$ cat src/rtl/pwrdet_pkg.sv
package pwrdet_pkg;

    typedef enum logic [2:0] {
        OP_INIT    = 3'd0,
        OP_UP      = 3'd1,
        OP_DOWN    = 3'd2,
        OP_PAD_EN  = 3'd3,
        OP_PAD_DIS = 3'd4
    } pd_op_e;

    typedef enum logic [2:0] {
        S_IDLE,
        S_EN,
        S_PRE,
        S_DLY,
        S_WAIT,
        S_PASS,
        S_CAP
    } pd_state_e;

    function automatic logic is_pad_op(input logic [2:0] op);
        return (op == OP_DOWN) || (op == OP_PAD_EN) || (op == OP_PAD_DIS);
    endfunction

endpackage

$ cat src/rtl/pwrdet_seq.sv
module pwrdet_seq
    import pwrdet_pkg::*;
#(
    parameter int N        = 10,
    parameter bit EARLY_EN = 1'b0,
    parameter int DLY      = 4
) (
    input  logic         clk,
    input  logic         rst,
    input  logic         acc,
    input  logic [2:0]   op,
    input  logic [N-1:0] mask,
    input  logic [N-1:0] cell_m,
    input  logic         rail_stable,
    output logic         busy,
    output logic [N-1:0] det,
    output logic         preset,
    output logic         pass,
    output logic [N-1:0] pend,
    output logic         done_set,
    output logic         done_clr
);

    localparam int CW = (DLY > 1) ? $clog2(DLY) : 1;

    pd_state_e     st;
    logic          init_q;
    logic [CW-1:0] cnt;

    always_ff @(posedge clk) begin
        if (rst) begin
            st     <= S_IDLE;
            det    <= '0;
            preset <= 1'b0;
            pass   <= 1'b0;
            pend   <= '0;
            init_q <= 1'b0;
            cnt    <= '0;
        end else begin
            case (st)
                S_IDLE: begin
                    if (acc && op == OP_UP) begin
                        det    <= mask & cell_m;
                        pend   <= mask;
                        init_q <= 1'b0;
                        st     <= S_EN;
                    end else if (acc && op == OP_INIT) begin
                        pass   <= 1'b1;
                        pend   <= mask;
                        init_q <= 1'b1;
                        st     <= S_PASS;
                    end
                end
                S_EN: begin
                    preset <= 1'b1;
                    st     <= S_PRE;
                end
                S_PRE: begin
                    preset <= 1'b0;
                    cnt    <= '0;
                    st     <= EARLY_EN ? S_DLY : S_WAIT;
                end
                S_DLY: begin
                    if (cnt == CW'(DLY - 1)) begin
                        pass <= 1'b1;
                        st   <= S_WAIT;
                    end else begin
                        cnt <= cnt + 1'b1;
                    end
                end
                S_WAIT: begin
                    if (rail_stable) begin
                        pass <= 1'b1;
                        st   <= S_PASS;
                    end
                end
                S_PASS: begin
                    pass <= 1'b0;
                    st   <= S_CAP;
                end
                S_CAP: begin
                    det <= '0;
                    st  <= S_IDLE;
                end
                default: st <= S_IDLE;
            endcase
        end
    end

    assign busy     = (st != S_IDLE);
    assign done_set = (st == S_CAP) && init_q;
    assign done_clr = (st == S_CAP) && !init_q;

endmodule

$ cat src/rtl/pwrdet_padreg.sv
module pwrdet_padreg #(
    parameter int N = 10
) (
    input  logic         clk,
    input  logic         rst,
    input  logic [N-1:0] set_m,
    input  logic [N-1:0] clr_m,
    output logic [N-1:0] pad
);

    always_ff @(posedge clk) begin
        if (rst) pad <= '0;
        else     pad <= (pad | set_m) & ~clr_m;
    end

endmodule

$ cat src/rtl/io_pwrdet_ctrl.sv
module io_pwrdet_ctrl
    import pwrdet_pkg::*;
#(
    parameter int N_RAILS     = 10,
    parameter int NO_DET_RAIL = 9,
    parameter bit EARLY_PASS  = 1'b0,
    parameter int EARLY_DLY   = 4
) (
    input  logic               clk,
    input  logic               rst,
    input  logic               cmd_valid,
    input  logic [2:0]         cmd_op,
    input  logic [N_RAILS-1:0] cmd_mask,
    input  logic               rail_stable,
    output logic               busy,
    output logic [N_RAILS-1:0] det_en,
    output logic               latch_preset,
    output logic               latch_pass,
    output logic [N_RAILS-1:0] pad_dis
);

    logic [N_RAILS-1:0] cell_m;
    logic [N_RAILS-1:0] pend;
    logic [N_RAILS-1:0] set_m;
    logic [N_RAILS-1:0] clr_m;
    logic               acc;
    logic               done_set;
    logic               done_clr;

    for (genvar g = 0; g < N_RAILS; g++) begin : g_cell
        assign cell_m[g] = (g != NO_DET_RAIL);
    end

    assign acc = cmd_valid && !busy;

    pwrdet_seq #(
        .N       (N_RAILS),
        .EARLY_EN(EARLY_PASS),
        .DLY     (EARLY_DLY)
    ) u_seq (
        .clk        (clk),
        .rst        (rst),
        .acc        (acc),
        .op         (cmd_op),
        .mask       (cmd_mask),
        .cell_m     (cell_m),
        .rail_stable(rail_stable),
        .busy       (busy),
        .det        (det_en),
        .preset     (latch_preset),
        .pass       (latch_pass),
        .pend       (pend),
        .done_set   (done_set),
        .done_clr   (done_clr)
    );

    always_comb begin
        set_m = '0;
        clr_m = '0;
        if (acc && is_pad_op(cmd_op)) begin
            if (cmd_op == OP_PAD_EN) clr_m = cmd_mask;
            else                     set_m = cmd_mask;
        end
        if (done_set) set_m = pend;
        if (done_clr) clr_m = pend;
    end

    pwrdet_padreg #(.N(N_RAILS)) u_pad (
        .clk  (clk),
        .rst  (rst),
        .set_m(set_m),
        .clr_m(clr_m),
        .pad  (pad_dis)
    );

endmodule

$ cat config.mk
export PLATFORM = sky130hd
export DESIGN_NAME = io_pwrdet_ctrl
export DESIGN_NICKNAME = d
export VERILOG_FILES = /design/src/rtl/pwrdet_pkg.sv /design/src/rtl/pwrdet_seq.sv /design/src/rtl/pwrdet_padreg.sv /design/src/rtl/io_pwrdet_ctrl.sv
export SDC_FILE = /design/constraint.sdc
export NUM_CORES = 1
export LEC_CHECK = 0
export ABC_AREA = 1
export BUFFER_PORTS_ARGS = -buffer_cell sky130_fd_sc_hd__buf_2
export CORE_MARGIN = 2
export CORE_UTILIZATION = 25
export CTS_CLUSTER_SIZE = 16
export DETAILED_ROUTE_END_ITERATION = 10
export SLEW_MARGIN = 20
export SYNTH_ARGS = -nofsm -noshare
export SYNTH_HDL_FRONTEND = slang
export SYNTH_SLANG_ARGS = --single-unit
$ cat constraint.sdc
create_clock -name clk -period 3.7 [get_ports clk]
set_input_delay 0.37 -clock clk [delete_from_list [all_inputs] [get_ports clk]]
set_output_delay 0.37 -clock clk [all_outputs]
set_load 0.01 [all_outputs]
**After elaboration in Yosys (flattened, before gate mapping)**

Cells that the tools add are included.

- Input port bits: 17
- Register bits: 38
- Logic and storage cells: 77
- Output and inout bits: 23

- Reduce and logical (&&, ||, !) cells: 23
- Eq/ne operators: 18
- Bitwise logic cells: 3
- $add $sub $neg: 1
- Mux-type cells: 24

Operators by type and width:

| kind | number |
|---|---|
| 10-bit 2-to-1 mux | 9 |
| 10-bit one-hot mux with 2 select lines | 1 |
| 3-bit one-hot mux with 6 select lines | 1 |
| 3-bit by 2-bit == test with 1-bit output, second input constant | 4 |
| 3-bit == test, second input constant | 4 |
| 3-bit 2-to-1 mux | 4 |
| 10-bit AND | 1 |
| 10-bit inverter | 1 |
| 10-bit bitwise OR | 1 |
| 2-bit nonzero test | 4 |
| 3-bit by 1-bit == test with 1-bit output, second input constant | 2 |
| 1-bit logical AND | 6 |
| 3-bit zero test | 2 |
| 2-bit by 1-bit != test with 1-bit output, second input constant | 3 |
| 2-bit != test, second input constant | 3 |
| 2-bit AND reduction | 3 |
| 1-bit 2-to-1 mux | 5 |
| 5-bit AND reduction | 1 |
| 1-bit one-hot mux with 4 select lines | 1 |
| 2-bit one-hot mux with 2 select lines | 1 |
| 4-bit nonzero test | 1 |
| 3-bit by 1-bit != test with 1-bit output, second input constant | 1 |
| 3-bit AND reduction | 1 |
| 3-bit nonzero test | 1 |
| 6 further kinds | 8 |

**Logic depth before layout (Yosys ltp)**

- Depth after elaboration: 8
- Mapped depth: 8
- Mapped depth without buffers: 8

**By module**

From an unflattened synthesis, not the netlist that was laid out.

- Cells, all modules: 334
- Area, all modules: 2077.0 um^2

By module, submodules not included:

| module | cells an instance | instances | area an instance (um^2) |
|---|---|---|---|
| pwrdet_seq | 174 | 1 | 1216.2 |
| io_pwrdet_ctrl | 109 | 1 | 506.7 |
| pwrdet_padreg | 51 | 1 | 354.1 |

**Worst setup path after synthesis**

Ideal clock, no wire load.

- Kind: input to register
- Start: input cmd_op[1]
- End: register u_pad.pad[8]
- Arrival time: 1.217 ns
- Setup slack: 2.420 ns
- Buffers on the path: 1
- Setup time: 0.064 ns
- Cell stages on the path: 8
- Cell sequence: nor2_2 -> nor2_1 -> nor2_1 -> nand2_4 -> buf_6 -> o21ai_1 -> nand2_1 -> nor2_1

- Word-level cells in the longest chain between the ends: 8
- Elaborated cells between the ends (all ways): 15

Ends and longest elaborated chain:

| what | line | RTL |
|---|---|---|
| start, declared | io_pwrdet_ctrl.sv:12 | `input logic [2:0] cmd_op,` |
| 3-bit by 2-bit == test with 1-bit output (on tied branches) | pwrdet_pkg.sv:22, io_pwrdet_ctrl.sv:61 |  |
| 1-bit logical OR (2 in series) | pwrdet_pkg.sv:22 | `return (op == OP_DOWN) \|\| (op == OP_PAD_EN) \|\| (op == OP_PAD_DIS);` |
| 1-bit logical AND | io_pwrdet_ctrl.sv:60 | `if (acc && is_pad_op(cmd_op)) begin` |
| 10-bit 2-to-1 mux | io_pwrdet_ctrl.sv:60 |  |
| 10-bit 2-to-1 mux (on tied branches) | io_pwrdet_ctrl.sv:64, io_pwrdet_ctrl.sv:65 |  |
| 10-bit bitwise OR or 10-bit inverter (tied branches) | pwrdet_padreg.sv:13 | `else pad <= (pad \| set_m) & ~clr_m;` |
| 10-bit AND * | pwrdet_padreg.sv:13 |  |
| end signal, assigned | pwrdet_padreg.sv:13 |  |
| end, declared | pwrdet_padreg.sv:8 | `output logic [N-1:0] pad` |

Mark *: on every way between the ends. The rest lies on a longest branch, timed or not.
A chain may end at the register's enable or synchronous reset.

**Worst setup path after layout**

- Start: register u_seq.st[2]
- End: output busy

- Word-level cells in the longest chain between the ends: 1

Ends and longest elaborated chain:

| what | line | RTL |
|---|---|---|
| start, declared | pwrdet_seq.sv:26 | `pd_state_e st;` |
| start signal, assigned | pwrdet_seq.sv:61 | `st <= EARLY_EN ? S_DLY : S_WAIT;` |
| 3-bit nonzero test | pwrdet_seq.sv:90 | `assign busy = (st != S_IDLE);` |
| end, declared | io_pwrdet_ctrl.sv:15 | `output logic busy,` |

Every way passes these cells.

==> results.md <==
* Status: completed
* Synth warn at 0
* First-pass GRT wire length at approximately 7200 µm
* Site Rows at 30
* Static Leak at between 1 and 1.5 nW
* PD cells at 539.6 nW/µm²
* CP Launch Type: flip-flop
* Hold Crit Depth at 2
* Main combinational cell family by area after synthesis: simple AND/OR/NAND/NOR gates
* Multiplexer area fraction after synthesis at 0%
* Vias in the first global route at between 1500 and 2000
* Worst-path clk slew at about 80 ps
* Most common cell after layout, fill and taps aside: inv_1
* Count of boundary I/O pins at 40
* Final Hold Vio Count at 0
* DP Wirelength at 3228 µm
* Initial antenna violation count at 0
* Post-layout min period at ~1500 ps
* Worst Tran Pin Value at about 640 ps
* Antenna-violating nets left at 0
* R2r endpoint: u_pad.pad[2]
* Most frequent cells in the layout: inv_1 (39), buf_2 (38), nand2_1 (37), dfxtp_1 (37), o21ai_0 (30)
* Post-Synth XOR/XNOR Area at 0%
* Power consumption at around 1.2 mW
* RR Startpoint: u_seq.st[1]
* Critical path class: reg -> out
* Antenna cells at 0
* Vias per cell at around 4.4
* Flops & latches, synth at 37
* CTS tree: built
* Peak supply drop at approximately 0.00016 V
* Sequential area share after synthesis at between 40% and 50%
* Mapped Nets at 271
* Switching share of power at a little over a third
* Worst Setup End Kind: primary output
* FF-to-FF setup slack at roughly 2200 ps
* Post-CTS Setup Repair Bufs at 0
* DR vias at around 1700
* IO Port Bufs at 38
* Latest clock arrival within the worst-skew pair at roughly 290 ps
* # hold bufs at CTS at 0
* Cells after Synth at around 250
* Final setup fails at 0
* Total die area at roughly 8000 µm²
* CP arrival at 1160 ps
* Slew margin rel. at roughly 57%
* Top_reg_cell synth: dfxtp_1
* FILL cells at 780
* Worst Reg-to-Reg Cells at 6
* Die X at around 90 µm
* Max-cap violations at 0
* Post-synthesis cell type count at 26
* WHS Endpoint: u_seq.st[1]
* Global placer's final weighted congestion at 0.8256
* Post-Route WL at 4364 µm
* Clock Path Buffers at 2
* Post-synth EDFFs at 0
* Combinational share of power at between 20% and 30%
* Root buf cell: clkbuf_8
* Worst Hold Class: in -> reg
* # clock sinks at 37
* Post-Synth Simple-Gate Area at between 20% and 30%
* Nets at approximately 310
* TritonCTS Buffers at 5
* Post-synthesis compound-gate area fraction at between 20 and 25%
* Core area at 6832 µm²
* DRT Pass-1 Iters at 4
* Fmax at 653.0 MHz
* Height of the die at about 88 µm
* Synth Area in Adders at less than 1%
* Slew Limit Fails at 0
* Area of the multi-input gates at around 830 µm²
* Clock power share at approximately a quarter
* Setup TNS at 0 ps
* Int Power at between 700 and 800 µW
* DR WL/cell at between 10 and 15 µm
* Area Overhead vs Synth at 21.01%
* Largest net degree at the start of global routing at 27
* Fin crit share at roughly two fifths
* GR Overflow Total at 0
* Iter 0 DRT Violations at 69
* Mapped cell area at roughly 1800 µm²
* Fraction of layout cells with a size suffix above 1 at between 20% and 30%
* Htree depth at 2
* Post-cts gate resize count at 0
* Psw at between 400 and 500 µW
* Layout Skew at about 11 ps
* Crit Path Max Fanout at 8
* Req. time, crit path at approximately 3300 ps
* Initial Util at between 20% and 30%
* Tot GR Track Use at around an eighth
* Register area at 740.7 µm²
* Number of remaining DRC errors at 0
* Fraction of registers with async set/reset at 0%
* HP Start: rst
* RSZ-0062 raised after global routing: no
* Seq pwr share at 44.0%
* Syn avg cell area at 7.037 µm²
## how the worst max path moves through the flow
stage	from	slack [ps]	endpoint
3_3_place_gp	cmd_op[2]	1920	u_pad.pad[5]
5_1_grt	u_seq.st[1]	2020	u_pad.pad[4]
6_report	u_seq.st[2]	2170	busy
3_5_place_dp	cmd_op[2]	1890	u_pad.pad[7]
4_1_cts	u_seq.st[2]	2160	busy
2_1_floorplan	cmd_op[1]	2420	u_pad.pad[8]
## worst max-delay path: stages (launching register included)
cell and delay, ps:
dfxtp_1 480, inv_2 130, nand2_1 130, buf_2 140
## metal layers
metal  share of wire (%)  GRT usage (%)  up-vias
met5                   0              0        -
met4                 1.1          3.444        0
met3                 6.0          3.451        5
met2                  44          18.46       45
met1                  49          16.29      743
li1                    -              -      897
## logic make-up (layout without fill, tap and decap cells)
kind of cell,count (synthesis),in the layout
compound gates,73,73
fa+ha+maj,1,1
buf+inv,51,90
flops,37,37
other cells,1,1
simple gates,90,90
## sequential cells by signal, summed over array words and instances (netlist names)
signal and flops:
u_pad.pad 10, u_seq.det 9, u_seq.preset 1, u_seq.cnt 2
u_seq.init_q 1, u_seq.st 3, u_seq.pend 10, u_seq.pass 1
## power groups by stage
stage,sequential [mW],combinational [mW],clock [mW]
after detailed placement,0.520,0.346,0
after global routing,0.520,0.398,0.341
after CTS,0.512,0.346,0.320
final,0.512,0.341,0.310
after global placement,0.518,0.342,0
after floorplan,0.523,0.243,0
## cell usage after synthesis, types with 4 or more instances
library cell  count  area share (%)
nor3_1            9             2.5
dfxtp_1          37              42
a211oi_1          9             3.8
nor2_1           28             5.9
nand4_1           4             1.4
o21ai_1           4             1.1
nand2_1          37             7.8
inv_1            39             8.2
a21oi_1          28             7.9
o21ai_0          30             8.4
## final cells by class
type / instances / area share, %
sequential: 37 / 34.38
inverter: 42 / 7.317
clock buffer: 7 / 4.472
tap: 96 / 5.575
timing repair buffer: 40 / 9.524
multi-input combinational: 165 / 38.50
clock inverter: 1 / 0.2323
## through the flow
step	worst slack, ps	instances	util [%]	hold WS, ps	instance area [µm²]
floorplan	2420	253	-	439.1	1780
global placement	1917	380	30.05	443.4	2053
detailed placement	1891	380	30.05	445.1	2053
CTS	2165	388	31.54	278.7	2155
global route	2025	388	31.54	277.7	2155
finish	2169	388	31.54	285.4	2155
No activity file was read; power rests on OpenSTA's default activity.
